--- src/rtl/rcm_pkg.sv ---
package rcm_pkg;

  // Branch taken for a pixel pair at the selection stage.
  typedef enum logic [1:0] {
    MODE_PASS = 2'd0,   // outside the gray-level domain
    MODE_EVEN = 2'd1,   // transformable, not both odd
    MODE_ODD  = 2'd2    // transformable, both odd
  } mode_e;

endpackage

--- src/rtl/rcm_rst_sync.sv ---
module rcm_rst_sync (
  input  logic clk,
  input  logic rst_n_in,
  output logic rst_n_out
);

  logic meta_q;
  logic sync_q;

  always_ff @(posedge clk or negedge rst_n_in) begin
    if (!rst_n_in) begin
      meta_q <= 1'b0;
      sync_q <= 1'b0;
    end else begin
      meta_q <= 1'b1;
      sync_q <= meta_q;
    end
  end

  assign rst_n_out = sync_q;

endmodule

--- src/rtl/rcm_xform_stage.sv ---
// Stage 1: signed contrast map and domain test.
module rcm_xform_stage #(
  parameter int PIX_W = 8
) (
  input  logic             clk,
  input  logic             rst_n,
  input  logic             en,
  input  logic             in_valid,
  input  logic [PIX_W-1:0] in_x,
  input  logic [PIX_W-1:0] in_y,
  output logic             s1_valid,
  output logic [PIX_W-1:0] s1_x,
  output logic [PIX_W-1:0] s1_y,
  output logic [PIX_W-1:0] s1_xt,
  output logic [PIX_W-1:0] s1_yt,
  output logic             s1_dom,
  output logic             s1_odd
);

  // Two guard bits: one for the doubling, one for the sign.
  localparam int WIDE = PIX_W + 2;

  logic signed [WIDE-1:0] xs_w, ys_w, xt_w, yt_w;
  logic                   xt_ok, yt_ok;
  logic                   dom_d, odd_d;

  always_comb begin
    xs_w  = $signed({2'b00, in_x});
    ys_w  = $signed({2'b00, in_y});
    xt_w  = xs_w + xs_w - ys_w;
    yt_w  = ys_w + ys_w - xs_w;
    // In range: non-negative and no bit set above the pixel width.
    xt_ok = (xt_w[WIDE-1:PIX_W] == 2'b00);
    yt_ok = (yt_w[WIDE-1:PIX_W] == 2'b00);
    dom_d = xt_ok && yt_ok;
    odd_d = in_x[0] && in_y[0];
  end

  always_ff @(posedge clk or negedge rst_n) begin
    if (!rst_n) begin
      s1_valid <= 1'b0;
      s1_x     <= '0;
      s1_y     <= '0;
      s1_xt    <= '0;
      s1_yt    <= '0;
      s1_dom   <= 1'b0;
      s1_odd   <= 1'b0;
    end else if (en) begin
      s1_valid <= in_valid;
      s1_x     <= in_x;
      s1_y     <= in_y;
      s1_xt    <= xt_w[PIX_W-1:0];
      s1_yt    <= yt_w[PIX_W-1:0];
      s1_dom   <= dom_d;
      s1_odd   <= odd_d;
    end
  end

endmodule

--- src/rtl/rcm_branch_stage.sv ---
// Stage 2: choose pass-through, non-odd or odd-odd handling.
module rcm_branch_stage
  import rcm_pkg::*;
#(
  parameter int PIX_W = 8
) (
  input  logic             clk,
  input  logic             rst_n,
  input  logic             en,
  input  logic             s1_valid,
  input  logic [PIX_W-1:0] s1_x,
  input  logic [PIX_W-1:0] s1_y,
  input  logic [PIX_W-1:0] s1_xt,
  input  logic [PIX_W-1:0] s1_yt,
  input  logic             s1_dom,
  input  logic             s1_odd,
  output logic             s2_valid,
  output mode_e            s2_mode,
  output logic [PIX_W-1:0] s2_x,
  output logic [PIX_W-1:0] s2_y,
  output logic             s2_aux
);

  mode_e            mode_d;
  logic [PIX_W-1:0] x_d, y_d;
  logic             aux_d;

  always_comb begin
    if (!s1_dom)     mode_d = MODE_PASS;
    else if (s1_odd) mode_d = MODE_ODD;
    else             mode_d = MODE_EVEN;

    unique case (mode_d)
      MODE_EVEN: begin
        x_d   = {s1_xt[PIX_W-1:1], 1'b1};
        y_d   = s1_yt;
        aux_d = 1'b0;
      end
      MODE_ODD: begin
        x_d   = {s1_xt[PIX_W-1:1], 1'b0};
        y_d   = s1_yt;
        aux_d = 1'b0;
      end
      default: begin
        x_d   = {s1_x[PIX_W-1:1], 1'b0};
        y_d   = s1_y;
        aux_d = s1_x[0];
      end
    endcase
  end

  always_ff @(posedge clk or negedge rst_n) begin
    if (!rst_n) begin
      s2_valid <= 1'b0;
      s2_mode  <= MODE_PASS;
      s2_x     <= '0;
      s2_y     <= '0;
      s2_aux   <= 1'b0;
    end else if (en) begin
      s2_valid <= s1_valid;
      s2_mode  <= mode_d;
      s2_x     <= x_d;
      s2_y     <= y_d;
      s2_aux   <= aux_d;
    end
  end

endmodule

--- src/rtl/rcm_lsb_stage.sv ---
// Stage 3: payload insertion and output register.
module rcm_lsb_stage
  import rcm_pkg::*;
#(
  parameter int PIX_W = 8
) (
  input  logic             clk,
  input  logic             rst_n,
  input  logic             en,
  input  logic             ld_valid,
  input  mode_e            s2_mode,
  input  logic [PIX_W-1:0] s2_x,
  input  logic [PIX_W-1:0] s2_y,
  input  logic             s2_aux,
  input  logic             wm_bit,
  input  logic             out_ready,
  output logic             out_valid,
  output logic [PIX_W-1:0] out_x,
  output logic [PIX_W-1:0] out_y,
  output logic             out_embedded,
  output logic             out_aux
);

  logic             emb_d;
  logic [PIX_W-1:0] y_d;

  always_comb begin
    emb_d = (s2_mode != MODE_PASS);
    y_d   = emb_d ? {s2_y[PIX_W-1:1], wm_bit} : s2_y;
  end

  always_ff @(posedge clk or negedge rst_n) begin
    if (!rst_n) begin
      out_valid    <= 1'b0;
      out_x        <= '0;
      out_y        <= '0;
      out_embedded <= 1'b0;
      out_aux      <= 1'b0;
    end else if (en) begin
      out_valid    <= ld_valid;
      out_x        <= s2_x;
      out_y        <= y_d;
      out_embedded <= emb_d;
      out_aux      <= s2_aux;
    end
  end

  // a blocked output holds every field
  p_hold_r8: assert property (@(posedge clk) disable iff (!rst_n)
    (out_valid && !out_ready) |=> (out_valid && $stable(out_x) && $stable(out_y)
                                   && $stable(out_embedded) && $stable(out_aux)));

endmodule

--- src/rtl/rcm_pair_embed.sv ---
module rcm_pair_embed
  import rcm_pkg::*;
#(
  parameter int PIX_W = 8
) (
  input  logic             clk,
  input  logic             rst_n,
  input  logic             in_valid,
  output logic             in_ready,
  input  logic [PIX_W-1:0] in_x,
  input  logic [PIX_W-1:0] in_y,
  input  logic             wm_valid,
  output logic             wm_ready,
  input  logic             wm_bit,
  output logic             out_valid,
  input  logic             out_ready,
  output logic [PIX_W-1:0] out_x,
  output logic [PIX_W-1:0] out_y,
  output logic             out_embedded,
  output logic             out_aux
);

  logic             rst_sn;
  logic             s1_valid, s1_dom, s1_odd;
  logic [PIX_W-1:0] s1_x, s1_y, s1_xt, s1_yt;
  logic             s2_valid, s2_aux;
  mode_e            s2_mode;
  logic [PIX_W-1:0] s2_x, s2_y;
  logic             s2_need, wm_ok, en_out, en_front, ld_out;

  rcm_rst_sync u_rst (
    .clk       (clk),
    .rst_n_in  (rst_n),
    .rst_n_out (rst_sn)
  );

  // Output stage advances when empty or drained. Front stages additionally
  // wait for a watermark bit when the pair in stage 2 needs one.
  always_comb begin
    s2_need  = s2_valid && (s2_mode != MODE_PASS);
    wm_ok    = !s2_need || wm_valid;
    en_out   = !out_valid || out_ready;
    en_front = en_out && wm_ok;
    ld_out   = s2_valid && wm_ok;
    in_ready = en_front;
    wm_ready = s2_need && en_out;
  end

  rcm_xform_stage #(.PIX_W(PIX_W)) u_xform (
    .clk      (clk),
    .rst_n    (rst_sn),
    .en       (en_front),
    .in_valid (in_valid),
    .in_x     (in_x),
    .in_y     (in_y),
    .s1_valid (s1_valid),
    .s1_x     (s1_x),
    .s1_y     (s1_y),
    .s1_xt    (s1_xt),
    .s1_yt    (s1_yt),
    .s1_dom   (s1_dom),
    .s1_odd   (s1_odd)
  );

  rcm_branch_stage #(.PIX_W(PIX_W)) u_branch (
    .clk      (clk),
    .rst_n    (rst_sn),
    .en       (en_front),
    .s1_valid (s1_valid),
    .s1_x     (s1_x),
    .s1_y     (s1_y),
    .s1_xt    (s1_xt),
    .s1_yt    (s1_yt),
    .s1_dom   (s1_dom),
    .s1_odd   (s1_odd),
    .s2_valid (s2_valid),
    .s2_mode  (s2_mode),
    .s2_x     (s2_x),
    .s2_y     (s2_y),
    .s2_aux   (s2_aux)
  );

  rcm_lsb_stage #(.PIX_W(PIX_W)) u_lsb (
    .clk          (clk),
    .rst_n        (rst_sn),
    .en           (en_out),
    .ld_valid     (ld_out),
    .s2_mode      (s2_mode),
    .s2_x         (s2_x),
    .s2_y         (s2_y),
    .s2_aux       (s2_aux),
    .wm_bit       (wm_bit),
    .out_ready    (out_ready),
    .out_valid    (out_valid),
    .out_x        (out_x),
    .out_y        (out_y),
    .out_embedded (out_embedded),
    .out_aux      (out_aux)
  );

  // every taken watermark bit shows up in an embedded pair next cycle
  p_wm_embed_r6: assert property (@(posedge clk) disable iff (!rst_sn)
    (wm_valid && wm_ready) |=> (out_valid && out_embedded));

  // pass-through pairs leave with bit 0 of x cleared
  p_pass_lsb_r5: assert property (@(posedge clk) disable iff (!rst_sn)
    (out_valid && !out_embedded) |-> !out_x[0]);

  // auxiliary bit is zero for transformed pairs
  p_aux_zero_r5: assert property (@(posedge clk) disable iff (!rst_sn)
    (out_valid && out_embedded) |-> !out_aux);

  // a blocked output refuses new input
  p_in_block_r8: assert property (@(posedge clk) disable iff (!rst_sn)
    (out_valid && !out_ready) |-> !in_ready);

endmodule

--- config.mk ---
export PLATFORM = sky130hd
export DESIGN_NAME = rcm_pair_embed
export DESIGN_NICKNAME = d
export VERILOG_FILES = /design/src/rtl/rcm_pkg.sv /design/src/rtl/rcm_rst_sync.sv /design/src/rtl/rcm_xform_stage.sv /design/src/rtl/rcm_branch_stage.sv /design/src/rtl/rcm_lsb_stage.sv /design/src/rtl/rcm_pair_embed.sv
export SDC_FILE = /design/constraint.sdc
export NUM_CORES = 1
export LEC_CHECK = 0
export BUFFER_PORTS_ARGS = -buffer_cell sky130_fd_sc_hd__buf_4
export CAP_MARGIN = 30
export CELL_PAD_IN_SITES_DETAIL_PLACEMENT = 1
export CELL_PAD_IN_SITES_GLOBAL_PLACEMENT = 1
export CORE_MARGIN = 3
export CORE_UTILIZATION = 40
export CTS_BUF_LIST = sky130_fd_sc_hd__clkbuf_8
export CTS_CLUSTER_SIZE = 40
export DETAILED_ROUTE_END_ITERATION = 10
export PLACE_DENSITY = 0.81
export REMOVE_ABC_BUFFERS = 1
export SYNTH_ARGS = -nofsm -noshare
export SYNTH_HDL_FRONTEND = slang
export SYNTH_SLANG_ARGS = --single-unit
export TNS_END_PERCENT = 5
--- constraint.sdc ---
create_clock -name clk -period 3.7 [get_ports clk]
set_input_delay 1.11 -clock clk [delete_from_list [all_inputs] [get_ports clk]]
set_output_delay 1.11 -clock clk [all_outputs]
set_load 0.02 [all_outputs]
Yosys cells after proc, flatten, opt, wreduce, memory -nomap -nowiden
Cells that the tools add are included.
Widths: inputs -> output; s select.

cells by class
  $add $sub $neg = 4
  reduce and logical (&&, ||, !) cells = 14
  muxes and demuxes = 6
  equality and inequality tests = 2

operators by type and width
  kind                number
  $sub 10x9->10       2
  $add 8x8->9         2
  $pmux 8 s2          1
  $mux 8              1
  $logic_and 1x1->1   6
  $logic_not 2->1     2
  $mux 2              2
  $eq 2x1->1 const B  1
  $eq 2x2->1 const B  1
  $logic_not 1->1     2
  $logic_or 1x1->1    2
  $mux 1              2
  $reduce_bool 2->1   1
  $reduce_or 2->1     1

word-level totals
  logic and storage cells = 45
  output and inout bits = 21
  flip-flop bits (word level) = 76
  input bits = 22

Logic depth before layout (Yosys ltp)
Gate-level depths: netlist of the first run.

  depth in word-level cells = 5
  mapped depth = 7
  mapped depth without buffers = 7

Hierarchy
From an unflattened synthesis of the first run, not the netlist that was laid out.

second synthesis, totals
  cell total of the unflattened synthesis = 333
  area, all modules = 3736.1 sq um

by module, submodules not included
  module            area an instance (sq um)  cells an instance  times used  seq. area each (sq um)
  rcm_xform_stage   2045.7                    197                1           825.8
  rcm_branch_stage  875.8                     81                 1           475.5
  rcm_lsb_stage     718.2                     45                 1           475.5
  rcm_rst_sync      53.8                      3                  1           50.0
  rcm_pair_embed    42.5                      7                  1           0.0

Worst setup path before layout of the first run
No wires, ideal clock.

  kind = input-to-output
  start point = input port out_ready
  end point = output port wm_ready
  data required time = 2.590 ns
  path buffers = 2
  cell stages on the path = 4
  data arrival time = 2.045 ns
  slack = 0.545 ns
  path through = nand2b_1 -> clkbuf_1 -> clkbuf_1 -> nor2b_1

between the ends
  word-level cells in the longest chain between the ends = 2

ends and longest elaborated chain
  item               line                  source
  start, declared    rcm_pair_embed.sv:16  input logic out_ready,
  $logic_or 1x1->1   rcm_pair_embed.sv:42  en_out = !out_valid || out_ready;
  $logic_and 1x1->1  rcm_pair_embed.sv:46  wm_ready = s2_need && en_out;
  end, declared      rcm_pair_embed.sv:13  output logic wm_ready,

Every way passes these cells.

Worst setup path in the final report of the first run
  start point = input port out_ready
  end point = output port in_ready

between the ends
  word-level cells in the longest chain between the ends = 2

ends and longest elaborated chain
  item               line                  source
  $logic_or 1x1->1   rcm_pair_embed.sv:42
  $logic_and 1x1->1  rcm_pair_embed.sv:43  en_front = en_out && wm_ok;
  end, declared      rcm_pair_embed.sv:9   output logic in_ready,

Every way passes these cells.

==> results of run 1 <==
[flip-flops by register name, summed over array words and instances, names as in the netlist]
register / count
u_xform.s1_xt: 8
u_branch.s2_y: 8
u_lsb.out_x: 8
u_xform.s1_dom: 1
u_branch.s2_aux: 1
u_lsb.out_valid: 1
u_branch.s2_mode: 1
u_rst.rst_n_out: 1
u_xform.s1_valid: 1
u_xform.s1_y: 7
u_xform.s1_x: 7
u_lsb.out_embedded: 1
u_xform.s1_yt: 8
u_branch.s2_x: 8
u_lsb.out_aux: 1
u_branch.s2_valid: 1
u_xform.s1_odd: 1
u_lsb.out_y: 8
u_rst.meta_q: 1
[synthesized netlist by cell type, drive strengths merged]
library cell and n:
o21ai 53, a211oi 1, nor2 5, a211o 1, o2111ai 2, or3 2, a21oi 12, a31o 1
or2 1, mux2 16, inv 18, mux2i 16, xnor2 8, o21a 1, nand2b 5, o221ai 1
o31ai 2, and2 1, xor2 4, nand3 3, a21o 4, nor3 4, ha 14, fa 2
a2111oi 1, o22ai 1, a31oi 1, o41ai 1, buf 5, clkbuf 10, dfrtp 73, nand2 66
conb 1, nor2b 3, o21bai 1
[per-layer routing]
metal,vias up,part of all wire,wire length [µm],GRT usage
met5,-,0,0,0
met4,0,0.016,127,0.0662
met3,12,0.025,205,0.0257
met2,37,0.52,4190,0.309
met1,1318,0.44,3560,0.219
li1,1243,-,-,-
[worst paths after layout]
check                            startpoint          endpoint
max in group asynchronous   u_rst.rst_n_out  u_branch.s2_y[1]
hold / removal              u_rst.rst_n_out    u_lsb.out_x[1]
setup reg to reg           u_branch.s2_x[0]  u_branch.s2_y[6]
min in group clk               u_rst.meta_q   u_rst.rst_n_out
hold reg to reg             u_rst.rst_n_out    u_lsb.out_x[1]
setup / recovery                  out_ready          in_ready
[layout make-up]
class / instances / area [µm²]
Clock buffer: 12 / 165
Clock inverter: 4 / 26.3
Fill cell: 959 / 4210
Inverter: 18 / 67.6
Multi-Input combinational cell: 234 / 1550
Sequential cell: 73 / 1830
Tap cell: 105 / 131
Timing Repair Buffer: 48 / 400
[logic make-up (layout without fill, tap and decap cells)]
| group | Yosys count | after routing | synth area share |
|---|---|---|---|
| and+or+nand+nor | 90 | 90 | 0.107 |
| AOI/OAI and AO/OA | 83 | 83 | 0.142 |
| DFF | 73 | 73 | 0.518 |
| buffers and inverters | 33 | 82 | 0.0440 |
| muxes | 32 | 32 | 0.0966 |
| adders and majority gates | 16 | 16 | 0.0611 |
| xor gates and xnor gates | 12 | 12 | 0.0298 |
| other | 1 | 1 | 0.00106 |
[power by group through the flow]
stage | Clock (mW) | Combinational (mW) | Sequential, mW
floorplan | 0 | 0.569 | 1.43
global route | 0.657 | 1.16 | 1.37
CTS | 0.614 | 1.07 | 1.33
detailed placement | 0 | 1.06 | 1.34
global placement | 0 | 0.990 | 1.33
finish | 0.594 | 1.05 | 1.32
[critical path: stages]
cell and delay [ns]:
buf_4 0.07, nand2b_1 0.20, o21ai_4 0.08, inv_1 0.24, buf_4 0.21
[through the flow]
| step | cell area, µm² | power [mW] | setup slack, ns | hold slack [ns] | utilization |
|---|---|---|---|---|---|
| 2_1_floorplan | 3440 | 2.00 | -2.42 | 0.331 | - |
| 3_3_place_gp | 3930 | 2.32 | 0.735 | 0.340 | 0.468 |
| 3_5_place_dp | 3980 | 2.40 | 0.659 | 0.283 | 0.475 |
| 4_1_cts | 4170 | 3.01 | 0.666 | 0.287 | 0.498 |
| 5_1_grt | 4170 | 3.19 | 0.610 | 0.315 | 0.498 |
| 6_report | 4170 | 2.96 | 0.678 | 0.266 | 0.498 |
==> flow_summary_export.csv, run 1 <==
group,metric,value,unit
drt,vias,2610,
sta,drv_slew,0,
drt,vias_per_cell,5.28,
cells_and_area,n_antenna_cell,0,
cells_and_area,nNetsFinal,422,
power,power.density,711,nW/µm²
cells_and_area,mostFrequentLayoutCell,"dfrtp_1",
sta,fin_crit_sh,0.817,
power,p_comb_frac,0.353,
synth,synthesis.instances,340,
cells_and_area,drive_gt1_frac,0.226,
grt,grt_pass1_vias,2815,
floorplanning,die_y,99.9,µm
setup_path,cp.arrival,1.91,ns
synth,ys_warn_count,0,
drt,detail_route.wl_per_cell,16.4,µm
grt,track_usage,0.176,
grt,grt_first_pass_wirelength,13.7,mm
sta,worst_slew_pin_slew,0.867,ns
clock_network,clock_sinks,73,
sta,setup_tns,0,ns
clock_network,cts_max_path_buffers,2,
place,place.gp.congestion,0.805,
floorplanning,coreArea,8380,µm²
synth,synth_top_cell_by_area,"dfrtp_1",
power,swShare,0.359,
status,status,"finished clean",
power,pwr-share-clk,0.200,
sta,setup_viol,0,
floorplanning,rows,33,
clock_network,path_clk_slew,0.07,ns
clock_network,worstSkewPairLatency,0.34,ns
setup_path,crit_path_end_kind,"output port",
power,p_int,1.90,mW
clock_network,cts_inserted_buffers,9,
synth,synth_area_leaders,"dfrtp_1 52%, nand2_1 7.0%, mux2_2 5.1%",
grt,grt-ovfl-total,0,
grt,antenna_found_initial,0,
clock_network,ctsResizeCount,0,
sta,grt_setup_unrepaired,"false",
sta,fmax,0.331,GHz
synth,synth_top_area_frac,0.518,
floorplanning,die_area,9970,µm²
clock_network,hold_buffers,0,
clock_network,post-cts-setup-buffers,0,
sta,period_minus_slack,3.02,ns
setup_path,cp-start-kind,"primary input",
sta,final-hold-violation-count,0,
setup_path,cp_max_fo,7,
cells_and_area,fin_cells,494,
setup_path,path_class,"in -> out",
drt,final_antenna_net_count,0,
drt,drc,0,
cells_and_area,synthToLayoutAreaGrowth,18.4,%
place,place_inst,478,
power,p_seq_frac,0.446,
job,drv_cap,0,
place,port_buffers,42,
sta,slew_headroom,0.422,
drt,wirelength,8.08,mm
cells_and_area,final_cell_mix,"72 x dfrtp_1, 66 x nand2_1, 46 x buf_4, 27 x o21ai_1, 25 x o21ai_0",
synth,synth.avg_cell_area,10.4,µm²
drt,drt-initial-drc-count,95,
synth,ys_types,39,
synth,ys_seq_area_frac,0.518,
floorplanning,start_util,0.420,
setup_path,ff2ff_setup_slack,1.94,ns
synth,ys_ff_latch,73,
grt,grt_max_degree,99,
power,power_switching,1.06,mW
power,power_leakage,1.92,nW
setup_path,required,2.59,ns
setup_path,rr_worst_depth,4,
power,irDropWorstVdd,381,µV
clock_network,cts_tree,"built",
synth,syn_area,3520,µm²
place,dp_hpwl,5.89,mm
min_path,worstHoldPathType,"reg -> async",
drt,first_pass_iters,4,
floorplanning,io_pins,43,
sta,finClkSkew,0.00485,ns
floorplanning,die_x,99.9,µm
clock_network,cts_root_buf,"clkbuf_8",
clock_network,cts_max_level,3,
No activity file was read; power rests on OpenSTA's default activity.
==> inputs of run 2 (changes only) <==
--- a/config.mk
+++ b/config.mk
@@ -5,6 +5,7 @@
 export SDC_FILE = /design/constraint.sdc
 export NUM_CORES = 1
 export LEC_CHECK = 0
+export ABC_AREA = 1
 export BUFFER_PORTS_ARGS = -buffer_cell sky130_fd_sc_hd__buf_4
 export CAP_MARGIN = 30
 export CELL_PAD_IN_SITES_DETAIL_PLACEMENT = 1
@@ -14,7 +15,7 @@
 export CTS_BUF_LIST = sky130_fd_sc_hd__clkbuf_8
 export CTS_CLUSTER_SIZE = 40
 export DETAILED_ROUTE_END_ITERATION = 10
-export PLACE_DENSITY = 0.81
+export PLACE_DENSITY = 0.84
 export REMOVE_ABC_BUFFERS = 1
 export SYNTH_ARGS = -nofsm -noshare
 export SYNTH_HDL_FRONTEND = slang
==> constraint.sdc (replaced) <==
create_clock -name clk -period 3 [get_ports clk]
set_input_delay 0.9 -clock clk [delete_from_list [all_inputs] [get_ports clk]]
set_output_delay 0.9 -clock clk [all_outputs]
set_load 0.02 [all_outputs]
==> run 2 against run 1 <==
Effect of this change:
- worst hold slack worse by 0.033 ns
- critical path depth down 2
- sequential power up 22%
- via count up 18%
- largest cell class unchanged
- critical endpoint unchanged
- clock skew up 0.0045 ns
- die area up 4.3%
- design area up 3.9%
- count of clock-buffer cells in the layout down 2
==> flow_summary_export.csv, run 2 <==
group,metric,value,unit
cells_and_area,final_cell_mix,"144 x nand2_1, 72 x dfrtp_1, 63 x inv_1, 46 x buf_4, 41 x o21ai_0",
synth,synthMostInstantiatedCell,"nand2_1",
status,status,"finished clean",
floorplanning,die_y,102,µm
place,pre_cts_slack,0.517,ns
floorplanning,rows,34,
floorplanning,start_util,0.417,
cells_and_area,fin_util,0.490,
sta,final-hold-violation-count,0,
synth,syn_area,3690,µm²
setup_path,path_class,"reg -> out",
clock_network,worstSkewPairLatency,0.36,ns
drt,detail_route.wl_per_cell,14.6,µm
place,place.gp.congestion,0.913,
cells_and_area,fill_cells,1112,
clock_network,ctsResizeCount,0,
clock_network,cts_inserted_buffers,9,
synth,async_flop_share,1.00,
cells_and_area,n_antenna_cell,0,
sta,drv_slew,0,
clock_network,cts_root_buf,"clkbuf_8",
min_path,worstHoldPathType,"reg -> async",
synth,synth_top_cell_by_area,"dfrtp_1",
grt,grt_max_degree,71,
cells_and_area,mostFrequentLayoutCell,"nand2_1",
setup_path,cp.arrival,1.59,ns
setup_path,cp_max_fo,5,
drt,vias_per_cell,5.06,
drt,final_antenna_net_count,0,
sta,finClkSkew,0.00935,ns
cells_and_area,multi_input_area,1540,µm²
drt,first_pass_iters,4,
synth,ys_warn_count,0,
power,power.density,897,nW/µm²
floorplanning,coreArea,8850,µm²
sta,setup_tns,0,ns
drt,drt-initial-drc-count,86,
cells_and_area,nNetsFinal,535,
grt,grt_first_pass_wirelength,15.5,mm
synth,ys_ff_latch,73,
drt,vias,3089,
power,irDropWorstVdd,325,µV
floorplanning,io_pins,43,
synth,ys_seq_area_frac,0.496,
cells_and_area,fin_cells,610,
clock_network,cts_max_path_buffers,2,
clock_network,path_clk_slew,0.08,ns
sta,fin_worst_hold_slack,0.234,ns
cells_and_area,drive_gt1_frac,0.135,
power,power_leakage,2.28,nW
setup_path,required,2.10,ns
cells_and_area,seqCellArea,1830,µm²
grt,grt-ovfl-total,0,
sta,setup_viol,0,
place,dp_hpwl,6.32,mm
synth,synth.avg_cell_area,8.08,µm²
sta,grt_setup_unrepaired,"false",
clock_network,cts_max_level,3,
job,drv_cap,0,
grt,track_usage,0.192,
clock_network,post-cts-setup-buffers,0,
sta,slew_headroom,0.356,
synth,synth_ff_type,"dfrtp_1",
drt,drc,0,
floorplanning,die_area,10400,µm²
grt,grt_pass1_vias,3290,
setup_path,crit_path_end_kind,"output port",
sta,worst_slew_pin_slew,0.965,ns
setup_path,cp-start-kind,"flip-flop",
grt,antenna_found_initial,0,
cells_and_area,synthToLayoutAreaGrowth,17.5,%
synth,synthesis.instances,456,
floorplanning,die_x,102,µm
sta,fin_crit_sh,0.829,
sta,fmax,0.402,GHz
place,port_buffers,42,
synth,ys_top_cells_by_count,"144 x nand2_1, 73 x dfrtp_1, 63 x inv_1",
clock_network,cts_tree,"built",
synth,ys_types,30,
synth,synth_area_leaders,"dfrtp_1 50%, nand2_1 15%, inv_1 6.4%",
clock_network,hold_buffers,0,
clock_network,clock_sinks,73,
sta,fin_ws,0.514,ns
drt,wirelength,8.92,mm
synth,synth_edf_count,0,
place,place_inst,594,
synth,synth_top_area_frac,0.496,
sta,period_minus_slack,2.49,ns
[run 2: layer usage]
layer,wire length (µm),GRT usage,vias up
li1,-,-,1524
met3,274,0.0314,10
met5,0,0,-
met2,4360,0.329,47
met4,152,0.0757,0
met1,4130,0.242,1508
[run 2: layout make-up]
cell class	instances	share of cell area
sequential	73	0.422
multi-input combinational	302	0.355
timing repair buffer	47	0.0843
inverter	64	0.0554
clock buffer	10	0.0318
tap	108	0.0312
clock inverter	6	0.0208
[run 2: power by group]
group / internal [mW] / switching, mW / leakage (nW)
clock: 0.494 / 0.400 / 0.113
sequential: 1.40 / 0.206 / 0.885
combinational: 0.517 / 0.869 / 1.28
[run 2: cells by family after synthesis]
kind of cell | share of synthesized area
other cells | 0.00102
compound gates | 0.127
xor+xnor | 0.0166
fa+ha+maj | 0.0584
simple gates | 0.214
buf+inv | 0.0883
flops | 0.496
[run 2: per-stage QoR]
stage,cell area (µm²),power (mW)
2_1_floorplan,3600,2.48
3_3_place_gp,4110,2.95
3_5_place_dp,4110,3.02
4_1_cts,4330,3.94
5_1_grt,4330,4.21
6_report,4330,3.89
[run 2: worst paths after layout]
check	slack, ns	startpoint	cells after the start	endpoint
max	0.51	u_branch.s2_x[0]	3	in_ready
min	0.23	u_rst.rst_n_out	0	u_branch.s2_x[1]
max reg2reg	0.97	u_branch.s2_x[0]	6	u_xform.s1_yt[2]
min reg2reg	0.23	u_rst.rst_n_out	0	u_branch.s2_x[1]
max in group asynchronous	2.04	u_rst.rst_n_out	1	u_branch.s2_y[7]
min in group clk	0.36	u_rst.meta_q	0	u_rst.rst_n_out
[run 2: critical path, stage by stage, from the launching register on]
cell and delay, ns:
dfrtp_1 0.40, or2_1 0.30, a31oi_4 0.31, buf_4 0.21
